$ cat src/rtl/gpio_port_pkg.sv
package gpio_port_pkg;

  typedef enum logic [1:0] {
    MODE_SINGLE  = 2'b00,
    MODE_EXP_WID = 2'b01,
    MODE_PERIPH  = 2'b10,
    MODE_EXP_NAR = 2'b11
  } chipMode_e;

  localparam int unsigned ADDR_DATA  = 0;
  localparam int unsigned ADDR_DIR   = 1;
  localparam int unsigned ADDR_PULL  = 2;
  localparam int unsigned ADDR_DRIVE = 3;

  typedef enum logic [2:0] {
    RD_NONE, RD_DATA, RD_DIR, RD_PULL, RD_DRIVE
  } rdSel_e;

  typedef struct packed {
    logic   wrData;
    logic   wrDir;
    logic   wrPull;
    logic   wrDrive;
    rdSel_e rdSel;
  } strobe_t;

endpackage

$ cat src/rtl/gpio_port_ctrl.sv
module gpio_port_ctrl
  import gpio_port_pkg::*;
#(
  parameter int ADDR_W = 4
) (
  input  logic              busSel,
  input  logic              busWr,
  input  logic [ADDR_W-1:0] busAddr,
  input  logic [1:0]        mode,
  input  logic              drvLocked,
  output strobe_t           strb,
  output logic              gpioOwns
);

  logic singleChip, periph, mapCore, mapCtl;
  logic hitData, hitDir, hitPull, hitDrive, doWr, doRd;

  assign singleChip = (mode == MODE_SINGLE);
  assign periph     = (mode == MODE_PERIPH);
  assign mapCore    = singleChip;
  assign mapCtl     = !periph;
  assign gpioOwns   = singleChip;

  assign hitData  = (busAddr == ADDR_W'(ADDR_DATA));
  assign hitDir   = (busAddr == ADDR_W'(ADDR_DIR));
  assign hitPull  = (busAddr == ADDR_W'(ADDR_PULL));
  assign hitDrive = (busAddr == ADDR_W'(ADDR_DRIVE));

  assign doWr = busSel && busWr;
  assign doRd = busSel && !busWr;

  always_comb begin
    strb.wrData  = doWr && hitData && mapCore;
    strb.wrDir   = doWr && hitDir && mapCore;
    strb.wrPull  = doWr && hitPull && mapCtl;
    strb.wrDrive = doWr && hitDrive && mapCtl && !drvLocked;
    strb.rdSel   = RD_NONE;
    if (doRd) begin
      if (hitData && mapCore)       strb.rdSel = RD_DATA;
      else if (hitDir && mapCore)   strb.rdSel = RD_DIR;
      else if (hitPull && mapCtl)   strb.rdSel = RD_PULL;
      else if (hitDrive && mapCtl)  strb.rdSel = RD_DRIVE;
    end
  end

endmodule

$ cat src/rtl/gpio_port_dp.sv
module gpio_port_dp
  import gpio_port_pkg::*;
#(
  parameter int WIDTH       = 8,
  parameter int SYNC_STAGES = 2
) (
  input  logic             clk,
  input  logic             rstN,
  input  strobe_t          strb,
  input  logic [WIDTH-1:0] busWdata,
  input  logic [WIDTH-1:0] padIn,
  input  logic             gpioOwns,
  output logic [WIDTH-1:0] busRdata,
  output logic [WIDTH-1:0] padOut,
  output logic [WIDTH-1:0] padOe,
  output logic             pullBit,
  output logic             drvBit,
  output logic             drvLocked
);

  logic [WIDTH-1:0] dataQ, dirQ;
  logic [WIDTH-1:0] syncQ [SYNC_STAGES];

  always_ff @(posedge clk or negedge rstN) begin
    if (!rstN) begin
      dataQ     <= '0;
      dirQ      <= '0;
      pullBit   <= 1'b0;
      drvBit    <= 1'b0;
      drvLocked <= 1'b0;
    end else begin
      if (strb.wrData) dataQ   <= busWdata;
      if (strb.wrDir)  dirQ    <= busWdata;
      if (strb.wrPull) pullBit <= busWdata[0];
      if (strb.wrDrive) begin
        drvBit    <= busWdata[0];
        drvLocked <= 1'b1;
      end
    end
  end

  generate
    for (genvar s = 0; s < SYNC_STAGES; s++) begin : g_sync
      always_ff @(posedge clk or negedge rstN) begin
        if (!rstN) syncQ[s] <= '0;
        else if (s == 0) syncQ[s] <= padIn;
        else syncQ[s] <= syncQ[(s == 0) ? 0 : s-1];
      end
    end
  endgenerate

  assign padOut = dataQ;
  assign padOe  = gpioOwns ? dirQ : '0;

  always_comb begin
    unique case (strb.rdSel)
      RD_DATA:  busRdata = (dataQ & dirQ) | (syncQ[SYNC_STAGES-1] & ~dirQ);
      RD_DIR:   busRdata = dirQ;
      RD_PULL:  busRdata = WIDTH'(pullBit);
      RD_DRIVE: busRdata = WIDTH'(drvBit);
      default:  busRdata = '0;
    endcase
  end

endmodule

$ cat src/rtl/gpio_port.sv
module gpio_port
  import gpio_port_pkg::*;
#(
  parameter int WIDTH  = 8,
  parameter int ADDR_W = 4
) (
  input  logic              clk,
  input  logic              rstN,
  input  logic [1:0]        mode,
  input  logic              busSel,
  input  logic              busWr,
  input  logic [ADDR_W-1:0] busAddr,
  input  logic [WIDTH-1:0]  busWdata,
  output logic [WIDTH-1:0]  busRdata,
  input  logic [WIDTH-1:0]  padIn,
  output logic [WIDTH-1:0]  padOut,
  output logic [WIDTH-1:0]  padOe,
  output logic [WIDTH-1:0]  padPullUp,
  output logic [WIDTH-1:0]  padLowDrive
);

  strobe_t strb;
  logic gpioOwns, drvLocked, pullBit, drvBit;

  gpio_port_ctrl #(.ADDR_W(ADDR_W)) u_ctrl (
    .busSel(busSel), .busWr(busWr), .busAddr(busAddr), .mode(mode),
    .drvLocked(drvLocked), .strb(strb), .gpioOwns(gpioOwns)
  );

  gpio_port_dp #(.WIDTH(WIDTH), .SYNC_STAGES(2)) u_dp (
    .clk(clk), .rstN(rstN), .strb(strb), .busWdata(busWdata), .padIn(padIn),
    .gpioOwns(gpioOwns), .busRdata(busRdata), .padOut(padOut), .padOe(padOe),
    .pullBit(pullBit), .drvBit(drvBit), .drvLocked(drvLocked)
  );

  assign padPullUp   = pullBit ? ~padOe : '0;
  assign padLowDrive = drvBit ? padOe : '0;

endmodule

$ cat config.mk
export PLATFORM = sky130hd
export DESIGN_NAME = gpio_port
export DESIGN_NICKNAME = d
export VERILOG_FILES = /design/src/rtl/gpio_port_pkg.sv /design/src/rtl/gpio_port_ctrl.sv /design/src/rtl/gpio_port_dp.sv /design/src/rtl/gpio_port.sv
export SDC_FILE = /design/constraint.sdc
export NUM_CORES = 1
export LEC_CHECK = 0
export BUFFER_PORTS_ARGS = -buffer_cell sky130_fd_sc_hd__buf_2
export CORE_UTILIZATION = 42
export DETAILED_ROUTE_END_ITERATION = 6
export GPL_ROUTABILITY_DRIVEN = 0
export HOLD_SLACK_MARGIN = 0.08
export PLACE_DENSITY_LB_ADDON = 0.05
export SLEW_MARGIN = 20
export SYNTH_ARGS = -nofsm -noshare
export SYNTH_HDL_FRONTEND = slang
export SYNTH_SLANG_ARGS = --single-unit
$ cat constraint.sdc
create_clock -name clk -period 1.7 [get_ports clk]
set_input_delay 0.255 -clock clk [delete_from_list [all_inputs] [get_ports clk]]
set_output_delay 0.255 -clock clk [all_outputs]
set_load 0.005 [all_outputs]
Word-level counts from Yosys, hierarchy flattened
Index checks and enable logic that the tools add are counted.
{ "totals": {"reg_bits": 35, "input_bits": 26, "out_inout_bits": 40, "word_cells": 49} }
{ "op_classes": {"eq_ne": 8, "mux": 9, "bitwise": 5, "reduce_logical": 20} }
{ "op_table": {"columns": ["cell", "n"], "rows": [
  ["8-bit case mux with 4 select lines", 1],
  ["8-bit 2-to-1 mux", 3],
  ["8-bit bitwise AND", 2],
  ["8-bit NOT", 2],
  ["1-bit logical AND", 15],
  ["3-bit 2-to-1 mux", 5],
  ["4-bit by 2-bit == test with 1-bit output, second input constant", 2],
  ["8-bit OR", 1],
  ["3-bit by 2-bit == test with 1-bit output, second input constant", 2],
  ["4-bit by 1-bit == test with 1-bit output, second input constant", 1],
  ["4-bit logical NOT", 1],
  ["3-bit by 1-bit == test with 1-bit output, second input constant", 1],
  ["3-bit == test, second input constant", 1],
  ["1-bit logical NOT", 3],
  ["2-bit == test, second input constant", 1],
  ["2-bit logical NOT", 1]
]} }

Longest topological paths before layout
{ "depth": {"word_depth": 10, "mapped_depth": 5, "ltp_nobuf": 3} }

By module
A second synthesis with hierarchy kept.
{ "unflattened": {"hier_cells": 131, "hier_area_um2": 1617.8} }
{ "modules_own_cells": {"columns": ["mod", "n_inst", "cells_per_inst", "area_per_inst_um2", "seq_area_each_um2"], "rows": [
  ["gpio_port_dp", 1, 99, 1392.6, 875.8],
  ["gpio_port_ctrl", 1, 16, 125.1, 0.0],
  ["gpio_port", 1, 16, 100.1, 0.0]
]} }

Worst setup path after synthesis
No wires, ideal clock.
{ "synth_path": {"path_kind": "input -> output", "start": "input port busAddr[3]", "end": "output port busRdata[1]", "t_arrival_ps": 1555, "t_required_ps": 1445, "setup_slack_ps": -110, "cell_stages": 5, "n_path_buf": 2, "path_cell_list": "or4_1 buf_2 or3_1 clkbuf_1 a21oi_1"} }
{ "synth_between": {"elab_chain_cells": 9, "word_cells_on_any_way": 18, "classes_between": "eq/ne (7); mux (6); reduce/logical (5)"} }
{ "synth_lines": {"columns": ["item", "line_no", "source"], "rows": [
  ["start: declaration", "gpio_port.sv:12", "input logic [ADDR_W-1:0] busAddr,"],
  ["4-bit by 2-bit == test with 1-bit output", "gpio_port_ctrl.sv:27", "assign hitDrive = (busAddr == ADDR_W'(ADDR_DRIVE));"],
  ["1-bit logical AND", "gpio_port_ctrl.sv:42", "else if (hitDrive && mapCtl) strb.rdSel = RD_DRIVE;"],
  ["3-bit 2-to-1 mux", "gpio_port_ctrl.sv:42", null],
  ["3-bit 2-to-1 mux", "gpio_port_ctrl.sv:41", "else if (hitPull && mapCtl) strb.rdSel = RD_PULL;"],
  ["3-bit 2-to-1 mux", "gpio_port_ctrl.sv:40", "else if (hitDir && mapCore) strb.rdSel = RD_DIR;"],
  ["3-bit 2-to-1 mux (*)", "gpio_port_ctrl.sv:39", "if (hitData && mapCore) strb.rdSel = RD_DATA;"],
  ["3-bit 2-to-1 mux (*)", "gpio_port_ctrl.sv:38", "if (doRd) begin"],
  ["3-bit == test, or another cell as far along", "gpio_port_dp.sv:56", "unique case (strb.rdSel)"],
  ["8-bit case mux with 4 select lines (*)", "gpio_port_dp.sv:56", null],
  ["end: declaration", "gpio_port.sv:14", "output logic [WIDTH-1:0] busRdata,"]
]} }
Mark *: on every way between the ends. The rest lies on a longest branch, timed or not.

Worst setup path in the final report
{ "layout_path": {"start": "input port busAddr[3]", "end": "output port busRdata[6]"} }
Same word-level chain as after synthesis.

==> impl_metrics.py <==
metrics = {
    "drt": {
        "vias_per_cell": 5.01,
        "drc_errors": 0,
        "drt-pass1-iter-count": 4,
        "drt_iter0_markers": 84,
        "wl_per_cell_um": 13.8,
        "final_antenna_net_count": 0,
        "drt-total-wl_mm": 3.68,
        "vias": 1333,
    },
    "global_routing": {
        "grt_start_max_net_pins": 36,
        "grt-ovfl-total": 0,
        "first_global_vias": 1314,
        "grt_pass1_wl_mm": 6.22,
        "grt_usage_pct": 20.7,
        "antenna_found_initial": 0,
    },
    "timing": {
        "worst_pin_slew_ps": 770,
        "fin_ws_ps": -176,
        "fin_crit_sh_pct": 110,
        "drv_slew": 0,
        "finalHoldViolations": 0,
        "rsz0062_at_grt": "true",
        "relSlewSlack_pct": 48.7,
        "clock-skew-final_ps": 0.334,
        "fin_crit_ps": 1880,
        "fmax_mhz": 533,
        "holdWs_ps": 152,
        "finalSetupViolCount": 8,
    },
    "cts": {
        "root_buffer": "clkbuf_4",
        "worstSkewPairLatency_ps": 340,
        "path_clk_slew_ps": 120,
        "cts_tree": "done",
        "clock_sinks": 35,
        "cts_buffers": 5,
        "htreeDepth": 2,
        "max-clock-path-buffers": 2,
        "post-cts-setup-buffers": 0,
    },
    "synthesis": {
        "synth_area_leaders": "dfrtp_1 (57%), mux2_2 (13%), and2_1 (3.2%), and3_1 (3.2%), nor2b_1 (3.2%)",
        "ys.warnings.count": 0,
        "synth_cell_types": 24,
        "synth_area_mm2": 0.00154,
        "ys_seq_area_share_pct": 56.8,
        "syn_nets": 155,
        "syn_inst": 129,
        "synth_flop_cell": "dfrtp_1",
        "avgSynthCellArea_um2": 12.0,
        "async_reset_ff_share_pct": 100,
        "synth-edff-count": 0,
        "synth_top_area_cell": "dfrtp_1",
        "synth_seq_cells": 35,
        "synth_top_area_share_pct": 56.8,
    },
    "worst_setup_path": {
        "r2r_slack_ps": 550,
        "crit_slowest_cell": "or4_4",
        "slowest_delay_ps": 530,
        "worst-path-buf-inv": 3,
        "timing.critical_path.mode_cell": "buf_6",
        "critical-path-top-delay-family": "simple AND/OR/NAND/NOR gates",
        "cp_cell_sequence": "buf_6 -> or4_4 -> or3_4 -> buf_6 -> a21oi_2 -> buf_2",
        "crit_arrival_ps": 1620,
        "worstSetupPathType": "in2out",
        "worstPathMaxFanout": 5,
        "worstPathRequired_ps": 1440,
        "cp-start-kind": "input port",
        "crit_path_end_kind": "output port",
    },
    "placed_design": {
        "dp_hpwl_mm": 2.73,
        "port_buffers": 65,
        "dp_slack_ps": -202,
        "placed_area_mm2": 0.00205,
    },
    "run_status": {
        "violations": "negative setup slack",
        "status": "complete, but fails checks",
    },
    "hold_path": {
        "hp-class": "in2reg",
    },
    "final_layout": {
        "syn_to_final_growth_pct": 44.9,
        "stdcell_area_mm2": 0.00224,
        "postLayoutCoreUtil_pct": 65.5,
        "fin_nets": 245,
        "n_fill_cell": 316,
        "drive_above_1_share_pct": 55.9,
        "diodes": 0,
    },
    "floorplanning": {
        "die_y_um": 62.6,
        "die_x_um": 62.6,
        "coreArea_mm2": 0.00342,
        "die-area_mm2": 0.00392,
        "initial_core_util_pct": 45.2,
        "io_pins": 66,
        "rows": 21,
    },
    "flow_run": {
        "max_cap_viol_count": 0,
    },
    "power_and_ir_drop": {
        "finalPower_mw": 1.69,
        "peakVddDrop_uv": 486,
        "power.density_mw_per_mm2": 756,
        "power.leakage_nw": 1.18,
    },
}
## cells in the final DEF (no fill, tap or decap)
| cell type | n |
|---|---|
| and4b_1 | 1 |
| nand3_1 | 2 |
| nor3_4 | 1 |
| nand4_1 | 3 |
| and3_1 | 8 |
| buf_6 | 3 |
| dlygate4sd3_1 | 9 |
| dfrtp_1 | 35 |
| or3_4 | 1 |
| nor3b_4 | 1 |
| and3b_1 | 1 |
| mux2_2 | 17 |
| nor2b_1 | 8 |
| a211o_2 | 1 |
| or3b_4 | 1 |
| mux2_4 | 1 |
| clkinvlp_4 | 2 |
| nand2b_1 | 2 |
| clkbuf_4 | 5 |
| or3b_2 | 3 |
| a21oi_4 | 2 |
| buf_2 | 64 |
| mux2_1 | 1 |
| buf_4 | 13 |
| clkinv_2 | 1 |
| nor2_1 | 6 |
| o21ai_0 | 8 |
| o21bai_1 | 1 |
| nand2_1 | 4 |
| and2_1 | 8 |
| or4_4 | 1 |
| a21oi_2 | 6 |
## power by group
part           leakage (nW)  switching, mW  total [mW]  internal [mW]
Clock                0.0272          0.290       0.448          0.158
Sequential            0.442         0.0367       0.932          0.896
Combinational         0.714          0.143       0.310          0.167
## layer usage
metal | wire [um] | GRT usage, %
met1 | 1610 | 26.7
met2 | 1790 | 34.0
met3 | 226 | 5.29
met4 | 49 | 6.98
met5 | 0 | 0
## cell usage after synthesis (all sizes together), types with 2 or more instances
library cell  instances
dfrtp                35
mux2                 19
a21oi                 8
and2                  8
and3                  8
nor2b                 8
o21ai                 8
nor2                  6
clkbuf                5
nand2                 4
or3b                  4
nand4                 3
nand2b                2
nand3                 2
## state kept, by name, summed over array words and instances, names as in the netlist
register,count
u_dp.pullBit,1
u_dp.drvLocked,1
u_dp.padOut,8
u_dp.drvBit,1
u_dp.syncQ,16
u_dp.dirQ,8
## cell type report
cell class,count,area [um^2],share of cell area [%]
Clock inverter,3,20.0,0.895
Sequential cell,35,876,39.2
Clock buffer,5,37.5,1.68
Multi-Input combinational cell,88,703,31.4
Timing Repair Buffer,89,542,24.2
Tap cell,46,57.6,2.57
## kinds of logic after synthesis
group,count (synthesis),share of synthesized area [%]
DFF,35,56.8
AOI/OAI and AO/OA,18,6.33
buffers and inverters,6,1.54
and+or+nand+nor,51,21.5
muxes,19,13.9
## metrics by stage
stage               std cells  TNS, ps
floorplan                 129     -591
global placement          249    -3560
detailed placement        249    -3830
CTS                       266    -1500
global route              266    -1560
finish                    266    -1230
## final timing paths
| kind | from | endpoint | cells after the start |
|---|---|---|---|
| max | busAddr[3] | busRdata[6] | 6 |
| min | busWdata[1] | u_dp.padOut[1]$_DFFE_PN0P_ | 2 |
| max reg2reg | u_dp.drvLocked$_DFFE_PN0P_ | u_dp.drvBit$_DFFE_PN0P_ | 3 |
| min reg2reg | u_dp.syncQ[10]$_DFF_PN0_ | u_dp.syncQ[2]$_DFF_PN0_ | 0 |
| max in group asynchronous | rstN | u_dp.padOut[0]$_DFFE_PN0P_ | 2 |
| min in group asynchronous | rstN | u_dp.padOut[6]$_DFFE_PN0P_ | 2 |
## timing repair
action,4_1_cts,5_1_grt
hold endpoints to repair,43,0
setup endpoints to repair,8,8
hold buffers,9,0
pin swaps,3,0
resized for setup,3,5
(Power assumes the default switching activity.)
